### src/rtl/gpo_pkg.sv
package gpo_pkg;

    typedef enum logic [2:0] {
        ADR_VAL_FULL = 3'd0,
        ADR_VAL_LO   = 3'd1,
        ADR_VAL_HI   = 3'd2,
        ADR_EN_FULL  = 3'd3,
        ADR_EN_LO    = 3'd4,
        ADR_EN_HI    = 3'd5,
        ADR_RSVD6    = 3'd6,
        ADR_RSVD7    = 3'd7
    } gpo_addr_e;

    localparam int unsigned NUM_TARGETS = 2;
    localparam int unsigned TGT_VAL = 0;
    localparam int unsigned TGT_EN  = 1;

    typedef struct packed {
        logic full;
        logic lo;
        logic hi;
    } gpo_wsel_t;

endpackage

### src/rtl/gpo_wr_decode.sv
module gpo_wr_decode
    import gpo_pkg::*;
(
    input  logic      wr_en,
    input  logic [2:0] addr,
    output gpo_wsel_t sel [NUM_TARGETS]
);

    gpo_addr_e adr;
    assign adr = gpo_addr_e'(addr);

    always_comb begin
        for (int t = 0; t < NUM_TARGETS; t++) begin
            sel[t] = '0;
        end
        if (wr_en) begin
            unique case (adr)
                ADR_VAL_FULL: sel[TGT_VAL].full = 1'b1;
                ADR_VAL_LO:   sel[TGT_VAL].lo   = 1'b1;
                ADR_VAL_HI:   sel[TGT_VAL].hi   = 1'b1;
                ADR_EN_FULL:  sel[TGT_EN].full  = 1'b1;
                ADR_EN_LO:    sel[TGT_EN].lo    = 1'b1;
                ADR_EN_HI:    sel[TGT_EN].hi    = 1'b1;
                ADR_RSVD6, ADR_RSVD7: ;
            endcase
        end
    end

endmodule

### src/rtl/gpo_target_reg.sv
module gpo_target_reg
    import gpo_pkg::*;
#(
    parameter int unsigned WIDTH = 32
) (
    input  logic             clk,
    input  logic             rst_n,
    input  gpo_wsel_t        sel,
    input  logic [WIDTH-1:0] wdata,
    output logic [WIDTH-1:0] q
);

    localparam int unsigned HALF = WIDTH / 2;

    logic [HALF-1:0] mask_f;
    logic [HALF-1:0] vals_f;
    assign mask_f = wdata[WIDTH-1:HALF];
    assign vals_f = wdata[HALF-1:0];

    for (genvar h = 0; h < 2; h++) begin : g_half
        logic            hit;
        logic [HALF-1:0] cur;
        logic [HALF-1:0] merged;

        assign hit    = (h == 0) ? sel.lo : sel.hi;
        assign cur    = q[h*HALF +: HALF];
        assign merged = (cur & ~mask_f) | (vals_f & mask_f);

        always_ff @(posedge clk or negedge rst_n) begin
            if (!rst_n) begin
                q[h*HALF +: HALF] <= '0;
            end else if (sel.full) begin
                q[h*HALF +: HALF] <= wdata[h*HALF +: HALF];
            end else if (hit) begin
                q[h*HALF +: HALF] <= merged;
            end
        end
    end

endmodule

### src/rtl/gpo_rd_mux.sv
module gpo_rd_mux
    import gpo_pkg::*;
#(
    parameter int unsigned WIDTH = 32
) (
    input  logic [2:0]       addr,
    input  logic [WIDTH-1:0] q_val,
    input  logic [WIDTH-1:0] q_en,
    output logic [WIDTH-1:0] rdata
);

    localparam int unsigned HALF = WIDTH / 2;

    always_comb begin
        unique case (gpo_addr_e'(addr))
            ADR_VAL_FULL: rdata = q_val;
            ADR_VAL_LO:   rdata = {{HALF{1'b0}}, q_val[HALF-1:0]};
            ADR_VAL_HI:   rdata = {{HALF{1'b0}}, q_val[WIDTH-1:HALF]};
            ADR_EN_FULL:  rdata = q_en;
            ADR_EN_LO:    rdata = {{HALF{1'b0}}, q_en[HALF-1:0]};
            ADR_EN_HI:    rdata = {{HALF{1'b0}}, q_en[WIDTH-1:HALF]};
            ADR_RSVD6, ADR_RSVD7: rdata = '0;
        endcase
    end

endmodule

### src/rtl/gpo_masked_out.sv
module gpo_masked_out
    import gpo_pkg::*;
#(
    parameter int unsigned WIDTH = 32
) (
    input  logic             clk,
    input  logic             rst_n,
    input  logic             wr_en,
    input  logic [2:0]       addr,
    input  logic [WIDTH-1:0] wdata,
    output logic [WIDTH-1:0] rdata,
    output logic [WIDTH-1:0] pad_out,
    output logic [WIDTH-1:0] pad_oe
);

    gpo_wsel_t        sel [NUM_TARGETS];
    logic [WIDTH-1:0] q   [NUM_TARGETS];

    gpo_wr_decode u_dec (
        .wr_en (wr_en),
        .addr  (addr),
        .sel   (sel)
    );

    for (genvar t = 0; t < NUM_TARGETS; t++) begin : g_tgt
        gpo_target_reg #(.WIDTH(WIDTH)) u_reg (
            .clk   (clk),
            .rst_n (rst_n),
            .sel   (sel[t]),
            .wdata (wdata),
            .q     (q[t])
        );
    end

    gpo_rd_mux #(.WIDTH(WIDTH)) u_rd (
        .addr  (addr),
        .q_val (q[TGT_VAL]),
        .q_en  (q[TGT_EN]),
        .rdata (rdata)
    );

    assign pad_out = q[TGT_VAL];
    assign pad_oe  = q[TGT_EN];

endmodule

### config.mk
export PLATFORM = sky130hd
export DESIGN_NAME = gpo_masked_out
export DESIGN_NICKNAME = d
export VERILOG_FILES = /design/src/rtl/gpo_pkg.sv /design/src/rtl/gpo_wr_decode.sv /design/src/rtl/gpo_target_reg.sv /design/src/rtl/gpo_rd_mux.sv /design/src/rtl/gpo_masked_out.sv
export SDC_FILE = /design/constraint.sdc
export NUM_CORES = 1
export LEC_CHECK = 0
export ABC_AREA = 1
export BUFFER_PORTS_ARGS = -buffer_cell sky130_fd_sc_hd__buf_4
export CAP_MARGIN = 20
export CORE_ASPECT_RATIO = 1.2
export CORE_UTILIZATION = 57
export DETAILED_ROUTE_END_ITERATION = 16
export HOLD_SLACK_MARGIN = 0.15
export PLACE_DENSITY = 0.94
export REMOVE_ABC_BUFFERS = 1
export SLEW_MARGIN = 20
export SYNTH_ARGS = -nofsm -noshare
export SYNTH_HDL_FRONTEND = slang
export SYNTH_SLANG_ARGS = --single-unit
### constraint.sdc
create_clock -name clk -period 2.69 [get_ports clk]
set_input_delay 0.1345 -clock clk [delete_from_list [all_inputs] [get_ports clk]]
set_output_delay 0.1345 -clock clk [all_outputs]
set_load 0.01 [all_outputs]
==> results of run 1 <==
-- power by group through the flow --
stage | Sequential (mW) | Clock [mW] | Combinational (mW)
2_1_floorplan | 1.43 | 0 | 0.402
3_3_place_gp | 1.40 | 0 | 1.09
3_5_place_dp | 1.40 | 0 | 1.12
4_1_cts | 1.38 | 0.986 | 1.17
5_1_grt | 1.41 | 1.03 | 1.29
6_report | 1.40 | 1.00 | 1.19
-- stage by stage --
stage,setup slack (ns),cells,util [%]
global placement,0.815,949,72.6
finish,0.574,1007,81.1
global route,0.476,1007,81.1
detailed placement,0.688,949,72.6
floorplan,0.206,708,-
CTS,0.663,1007,81.1
-- cell usage in the layout, fill, tap and decap left out --
cell	instances
buf_12	2
buf_4	147
bufinv_16	2
clkbuf_1	2
clkbuf_8	12
clkinv_1	1
dfrtp_1	64
dlygate4sd3_1	42
inv_1	50
inv_2	1
nand2_1	449
nand2_2	3
nand3_1	61
nand3_2	2
nand4_1	50
nor2_2	4
nor2_4	2
o211ai_1	5
o21ai_0	16
-- final timing paths --
check	from	endpoint	slack [ns]	cells after the start
max	addr[1]	flip-flop	0.57	9
min	wr_en	flip-flop	0.31	5
max reg2reg	flip-flop	flip-flop	1.98	2
min reg2reg	flip-flop	flip-flop	0.52	2
max in group asynchronous	rst_n	async pin	1.65	2
min in group asynchronous	rst_n	async pin	0.43	2
-- logic make-up after synthesis --
group / synth area share, %
simple gates: 53.0
buf+inv: 8.81
compound gates: 2.61
flops: 35.6
-- final cells by class --
type,instances,area (um^2)
multi-input combinational,592,2510
sequential,64,1600
timing repair buffer,191,1560
fill,514,1450
inverter,52,195
clock buffer,14,173
tap,92,115
clock inverter,2,60.1
-- routing by layer --
layer / vias to the layer above / wire length, um / track usage, % / part of all wire, %
met4: 0 / 931 / 29.7 / 5.5
met3: 124 / 1900 / 6.64 / 11
met2: 497 / 8420 / 69.1 / 50
met1: 2721 / 5600 / 48.7 / 33
met5: - / 0 / 0 / 0
li1: 2687 / - / - / -
-- worst reg2reg max path, cell delays in order, from the launching register on --
cell and delay (ns):
dfrtp_1 0.44, nand2_1 0.11, nand2_1 0.06
-- repair_timing --
item,CTS,global route
hold buffers,42,0
endpoints found under the hold margin,112,0
setup buffers,0,0
==> flow_summary.json, run 1 <==
{
  "worstPathCellList": "buf_4 > clkinv_1 > buf_4 > nand4_1 > nand2_1 > buf_12 > nand3_1 > dlygate4sd3_1 > nand2_1",
  "path_class": "input port to flip-flop",
  "setup_tns_ns": 0,
  "skew_ns": 0,
  "tritoncts": "yes",
  "dp_hpwl_um": 10300,
  "num_vias": 6029,
  "pwr-share-comb_pct": 33.2,
  "drt_iter0_drc": 776,
  "grt_setup_unrepaired": "false",
  "pin_count": 134,
  "core_mm2": 0.00766,
  "maxSlewViolCount": 0,
  "nets": 948,
  "drtAntennaViolNets": 0,
  "avgRoutedWirePerCell_um": 16.7,
  "grt-ovfl-total": 0,
  "maxSlewHeadroom_pct": 36.6,
  "holdWs_ns": 0.313,
  "antennaDiodeCount": 0,
  "route.detailed.drc": 0,
  "seq_area_frac_synth_pct": 35.6,
  "cts_htree_levels": 3,
  "seqPwrFrac_pct": 38.9,
  "first_pass_iters": 5,
  "avgViaCountPerCell": 5.99,
  "yosys_warnings": 0,
  "max_freq_mhz": 473,
  "async_flop_share_pct": 100,
  "cts_buffers": 9,
  "die_area_mm2": 0.00826,
  "synth_common_cells": "449 x nand2_1, 64 x dfrtp_1, 61 x nand3_1",
  "cts.sinks": 64,
  "setup_viol": 0,
  "power.switching_mw": 1.28,
  "netlist_instances": 748,
  "status": "finished clean",
  "vdd_drop_max_v": 0.000349,
  "cp-end-kind": "flip-flop",
  "intPower_mw": 2.31,
  "grt_pass1_vias": 5842,
  "worst-path-max-fanout": 22,
  "clockBufferDepth": 2,
  "grt_start_max_net_pins": 65,
  "rows": 35,
  "ys_ff_latch": 64,
  "synth_area_leaders": "nand2_1 37%, dfrtp_1 36%, nand4_1 6.9%, nand3_1 6.8%, inv_1 4.2%",
  "critPathArrivalTime_ns": 2.37,
  "crit_family": "buffers and inverters",
  "start_kind": "input port",
  "finalInstanceArea_mm2": 0.00622,
  "area_delta_synth_final_pct": 38.0,
  "crit_buf_inv": 5,
  "switching_share_pct": 35.6,
  "synthDominantCellAreaShare_pct": 37.4,
  "die_y_um": 99.4,
  "globalplace.congestion": 0.890,
  "syn_avg_cell_area_um2": 6.02,
  "synthFlopType": "dfrtp_1",
  "synth_cell_type_count": 19,
  "total_power_mw": 3.59,
  "clkPwrFrac_pct": 27.9,
  "period_share_pct": 78.6,
  "hold_violations": 0,
  "p_leak_nw": 3.59,
  "hold_path.class": "input port to flip-flop",
  "cts-root-buf": "clkbuf_8",
  "cts_resized": 0,
  "die_x_um": 83.1,
  "power_density_mw_per_mm2": 578,
  "start_util_pct": 58.8,
  "synth_area_mm2": 0.00450,
  "wl_um": 16800,
  "place_area_mm2": 0.00556,
  "slowest_stage": "dlygate4sd3_1",
  "synth_edf_count": 0,
  "fin_crit_ns": 2.12,
  "tightest_slew_ns": 0.951,
  "required_ns": 2.94,
  "antenna_found_initial": 0,
  "drive_above_1_share_pct": 19.1,
  "max_stage_delay_ns": 0.55,
  "track_usage_pct": 41.4,
  "grt_pass1_wl_um": 27300,
  "yosysTopAreaCell": "nand2_1",
  "clkTransAtPathRegs_ns": 0.08,
  "synth_most_common_cell": "nand2_1",
  "drv_cap": 0,
  "port_buffers": 133,
  "clock_latency_ns": 0.35
}
Power figures use the tool's default switching activity.
==> inputs of run 2 (changes only) <==
--- a/config.mk
+++ b/config.mk
@@ -9,10 +9,10 @@
 export BUFFER_PORTS_ARGS = -buffer_cell sky130_fd_sc_hd__buf_4
 export CAP_MARGIN = 20
 export CORE_ASPECT_RATIO = 1.2
-export CORE_UTILIZATION = 57
+export CORE_UTILIZATION = 48
 export DETAILED_ROUTE_END_ITERATION = 16
 export HOLD_SLACK_MARGIN = 0.15
-export PLACE_DENSITY = 0.94
+export PLACE_DENSITY = 0.85
 export REMOVE_ABC_BUFFERS = 1
 export SLEW_MARGIN = 20
 export SYNTH_ARGS = -nofsm -noshare
==> constraint.sdc (replaced) <==
create_clock -name clk -period 1.7 [get_ports clk]
set_input_delay 0.085 -clock clk [delete_from_list [all_inputs] [get_ports clk]]
set_output_delay 0.085 -clock clk [all_outputs]
set_load 0.01 [all_outputs]
==> run 2 against run 1 <==
  * Total power up 50%
  * Final cell count grew 5.2%
  * Die area increased by 18%
  * Via count is 5.1% lower
  * Sequential share of layout area shrank 0.76 points
  * First-iteration DRC count down 30%
  * Clock skew unchanged
==> flow_summary.json, run 2 (synthesized netlist as in run 1, its figures left out) <==
{
  "path_class": "input port to flip-flop",
  "skew_ns": 0,
  "first_pass_iters": 7,
  "clkPwrFrac_pct": 24.8,
  "avgViaCountPerCell": 5.41,
  "num_vias": 5724,
  "vdd_drop_max_v": 0.000445,
  "p_leak_nw": 3.67,
  "finalInstanceArea_mm2": 0.00640,
  "cts_buffers": 9,
  "final_util_pct": 70.5,
  "sequential_cell_area_mm2": 0.00160,
  "antenna_found_initial": 0,
  "layout_common_cells": "449 x nand2_1, 165 x buf_4, 64 x dfrtp_1",
  "dp.cells": 994,
  "seqPwrFrac_pct": 40.6,
  "holdWs_ns": 0.199,
  "post-place-ws_ns": 0.197,
  "avgRoutedWirePerCell_um": 15.0,
  "cp-end-kind": "flip-flop",
  "drt_iter0_drc": 547,
  "switching_share_pct": 36.9,
  "route.detailed.drc": 0,
  "wl_um": 15900,
  "grt_setup_unrepaired": "false",
  "drv_cap": 0,
  "total_power_mw": 5.41,
  "core_mm2": 0.00908,
  "setup_tns_ns": 0,
  "intPower_mw": 3.41,
  "dp_hpwl_um": 10300,
  "critPathArrivalTime_ns": 1.89,
  "postCtsSetupBuffers": 0,
  "grt-ovfl-total": 0,
  "power.switching_mw": 1.99,
  "pin_count": 134,
  "multi_input_area_mm2": 0.00251,
  "antennaDiodeCount": 0,
  "setup_viol": 0,
  "worst-path-max-fanout": 24,
  "hold_violations": 0,
  "stdcell_count": 1059,
  "clock_latency_ns": 0.35,
  "pwr-share-comb_pct": 34.6,
  "area_delta_synth_final_pct": 42.2,
  "track_usage_pct": 32.2,
  "globalplace.congestion": 0.887,
  "fin_crit_ns": 1.59,
  "drive_above_1_share_pct": 20.7,
  "grt_start_max_net_pins": 36,
  "grt_pass1_wl_um": 24700,
  "drtAntennaViolNets": 0,
  "nFillCells": 788,
  "port_buffers": 133,
  "hold_path.class": "input port to async pin",
  "cts_htree_levels": 3,
  "place_area_mm2": 0.00571,
  "clockBufferDepth": 2,
  "maxSlewHeadroom_pct": 69.2,
  "cts-root-buf": "clkbuf_8",
  "nets": 972,
  "rows": 38,
  "die_x_um": 90.4,
  "grt_pass1_vias": 4973,
  "die_y_um": 108,
  "tritoncts": "yes",
  "cts.sinks": 64,
  "power_density_mw_per_mm2": 844,
  "final_common_cell": "nand2_1",
  "tightest_slew_ns": 0.460,
  "final.setup.worst_slack_ns": 0.109,
  "clkTransAtPathRegs_ns": 0.08,
  "start_util_pct": 49.6,
  "die_area_mm2": 0.00977,
  "max_freq_mhz": 628,
  "status": "finished clean",
  "period_share_pct": 93.6,
  "maxSlewViolCount": 0,
  "required_ns": 2.00,
  "start_kind": "input port"
}
-- run 2: changes by cell type in the layout (fill, tap and decap cells not counted), sizes merged --
cell,previous run,this run
buf,149,166
dlygate4sd3,42,49
clkinv,1,5
clkinvlp,0,2
clkbuf,14,9
bufinv,2,1
-- run 2: final timing paths --
path,start,end,slack (ns),cells past startpoint
max in group asynchronous,rst_n,async pin,0.95,3
max reg2reg,flip-flop,flip-flop,1.01,2
max,addr[2],flip-flop,0.11,8
min in group clk,wr_en,flip-flop,0.25,5
min reg2reg,flip-flop,flip-flop,0.52,2
min,rst_n,async pin,0.20,2
-- run 2: power groups by stage --
stage	Sequential [mW]	Combinational (mW)	Clock [mW]
2_1_floorplan	2.26	0.637	0
3_3_place_gp	2.20	1.75	0
3_5_place_dp	2.20	1.79	0
4_1_cts	2.17	1.86	1.34
5_1_grt	2.22	2.04	1.42
6_report	2.19	1.87	1.34
-- run 2: what timing repair did --
item / 4_1_cts / 5_1_grt
gates resized for setup: 0 / 1
hold buffers: 49 / 0
hold endpoints to repair: 128 / 0
endpoints found under the setup margin: 0 / 1
-- run 2: final cells by class --
type | instances | area share, %
Inverter | 52 | 3.05
Clock buffer | 9 | 1.93
Tap cell | 120 | 2.34
Multi-Input combinational cell | 592 | 39.2
Timing Repair Buffer | 215 | 27.3
Sequential cell | 64 | 25.0
Clock inverter | 7 | 1.13
-- run 2: metal layers --
layer / share of wire [%] / global-route usage, % / routed length [um]
met3: 9.5 / 5.27 / 1500
met2: 47 / 52.9 / 7430
met1: 40 / 42.0 / 6370
met5: 0 / 0 / 0
met4: 3.6 / 14.5 / 566
-- run 2: worst max-delay path, stage by stage --
cell           delay [ns]
buf_4                0.21
nor2_4               0.28
inv_1                0.12
nor2_2               0.11
buf_4                0.31
nand3_1              0.13
dlygate4sd3_1        0.57
nand2_1              0.06
==> inputs of run 3 (changes only) <==
--- a/config.mk
+++ b/config.mk
@@ -6,13 +6,13 @@
 export NUM_CORES = 1
 export LEC_CHECK = 0
 export ABC_AREA = 1
-export BUFFER_PORTS_ARGS = -buffer_cell sky130_fd_sc_hd__buf_4
 export CAP_MARGIN = 20
 export CORE_ASPECT_RATIO = 1.2
-export CORE_UTILIZATION = 48
+export CORE_UTILIZATION = 58
 export DETAILED_ROUTE_END_ITERATION = 16
+export DONT_BUFFER_PORTS = 1
 export HOLD_SLACK_MARGIN = 0.15
-export PLACE_DENSITY = 0.85
+export PLACE_DENSITY = 0.83
 export REMOVE_ABC_BUFFERS = 1
 export SLEW_MARGIN = 20
 export SYNTH_ARGS = -nofsm -noshare
==> run 3 against run 2 <==
  * Total power fell by 14%
  * Non-clock buffer count fell by 136
  * Worst setup slack improved by 0.17 ns
  * Global-route usage is 8.0 points higher
  * Fmax increased by 12%
  * Sequential power is 9.1% higher
==> flow_summary.json, run 3 (synthesized netlist as in run 1, its figures left out) <==
{
  "status": "finished clean",
  "cts_buffers": 9,
  "cts.sinks": 64,
  "skew_ns": 0,
  "rows": 34,
  "crit_start": "addr[0]",
  "ff2ff_setup_slack_ns": 0.96,
  "tritoncts": "yes",
  "track_usage_pct": 40.3,
  "drtAntennaViolNets": 0,
  "port_buffers": 0,
  "holdWs_ns": 0.184,
  "holdPathStages": 5,
  "cts-root-buf": "clkbuf_8",
  "path_class": "input port to flip-flop",
  "total_power_mw": 4.67,
  "antenna_found_initial": 0,
  "nFillCells": 620,
  "worstPathCellList": "nand2_2 > nor2_4 > nand2_2 > nand2_1 > buf_4 > nand3_1 > dlygate4sd3_1 > nand2_1",
  "max_freq_mhz": 705,
  "start_util_pct": 60.8,
  "cp-end-kind": "flip-flop",
  "clockBufferDepth": 2,
  "tightest_slew_ns": 0.783,
  "die_y_um": 98.5,
  "p_leak_nw": 2.99,
  "die_x_um": 82.4,
  "min_from": "wr_en",
  "drt_iter0_drc": 546,
  "setup_viol": 0,
  "route.detailed.drc": 0,
  "cts_resized": 0,
  "pin_count": 134,
  "grt_setup_unrepaired": "false",
  "drv_cap": 0,
  "grt_pass1_wl_um": 24600,
  "dp_hpwl_um": 9840,
  "clkTransAtPathRegs_ns": 0.07,
  "first_pass_iters": 5,
  "cp_num_cells": 8,
  "grt-ovfl-total": 0,
  "crit_family": "buffers and inverters",
  "maxSlewViolCount": 0,
  "globalplace.congestion": 0.909,
  "final_common_cell": "nand2_1",
  "power_density_mw_per_mm2": 869,
  "required_ns": 1.97,
  "core_mm2": 0.00740,
  "hold_path.class": "input port to flip-flop",
  "grt_start_max_net_pins": 65,
  "hold_violations": 0,
  "fin_crit_ns": 1.42,
  "multi_input_area_mm2": 0.00251,
  "ff2ff_path_depth": 2,
  "start_kind": "input port",
  "max_stage_delay_ns": 0.58,
  "sequential_cell_area_mm2": 0.00160,
  "num_vias": 5372,
  "post-place-ws_ns": 0.393,
  "grt_pass1_vias": 5142,
  "worst-path-max-fanout": 23,
  "vdd_drop_max_v": 0.000572,
  "drive_above_1_share_pct": 6.63,
  "maxSlewHeadroom_pct": 47.7,
  "period_share_pct": 83.4,
  "critPathArrivalTime_ns": 1.69,
  "cts_htree_levels": 3,
  "area_delta_synth_final_pct": 19.3,
  "final.setup.worst_slack_ns": 0.281,
  "avgRoutedWirePerCell_um": 17.5,
  "crit_buf_inv": 2,
  "slowest_stage": "dlygate4sd3_1",
  "nets": 836,
  "antennaDiodeCount": 0,
  "clock_latency_ns": 0.34,
  "wl_um": 15600,
  "avgViaCountPerCell": 6.04,
  "layout_common_cells": "449 x nand2_1, 64 x dfrtp_1, 61 x nand3_1",
  "die_area_mm2": 0.00812
}
[run 3: changes by cell type in the layout (fill, tap and decap cells not counted), sizes merged]
cell and change:
clkbuf +4, dlygate4sd3 +2, buf -138, bufinv -1, clkinvlp -2, clkinv -4
[run 3: worst max-delay path by stage]
stage | end | slack [ns]
finish | flip-flop | 0.28
global route | flip-flop | 0.23
CTS | flip-flop | 0.37
detailed placement | flip-flop | 0.39
global placement | rdata[10] | 0.46
floorplan | flip-flop | -0.73
[run 3: through the flow]
| step | instances | utilization [%] | area [um^2] | TNS [ns] |
|---|---|---|---|---|
| finish | 890 | 72.6 | 5370 | 0 |
| floorplan | 708 | - | 4300 | -17.84 |
| global route | 890 | 72.6 | 5370 | 0 |
| global placement | 825 | 62.9 | 4660 | 0 |
| detailed placement | 825 | 62.9 | 4660 | 0 |
| CTS | 890 | 72.6 | 5370 | 0 |
[run 3: where the power goes]
group | internal [mW] | switching [mW]
logic | 0.372 | 0.649
registers | 1.84 | 0.556
clock network | 0.666 | 0.591
[run 3: tightest hold or removal path: cells and delay by family]
family / cells / cell delay (ns)
simple gates: 5 / 0.42
[run 3: layer usage]
metal	share of wire (%)	vias to the layer above	global-route usage, %
met5	0	-	0
li1	-	2469	-
met4	4.0	0	20.2
met2	46	419	64.1
met3	13	61	9.44
met1	37	2423	50.2
[run 3: repair_timing]
item	CTS	global route
endpoints found under the hold margin	128	0
setup buffers	0	0
hold buffers	52	0
[run 3: final cells by class]
| cell class | instances | share of cell area, % |
|---|---|---|
| clock buffer | 13 | 3.33 |
| inverter | 52 | 3.63 |
| multi-input combinational | 592 | 46.7 |
| sequential | 64 | 29.8 |
| tap | 90 | 2.10 |
| timing repair buffer | 79 | 14.5 |
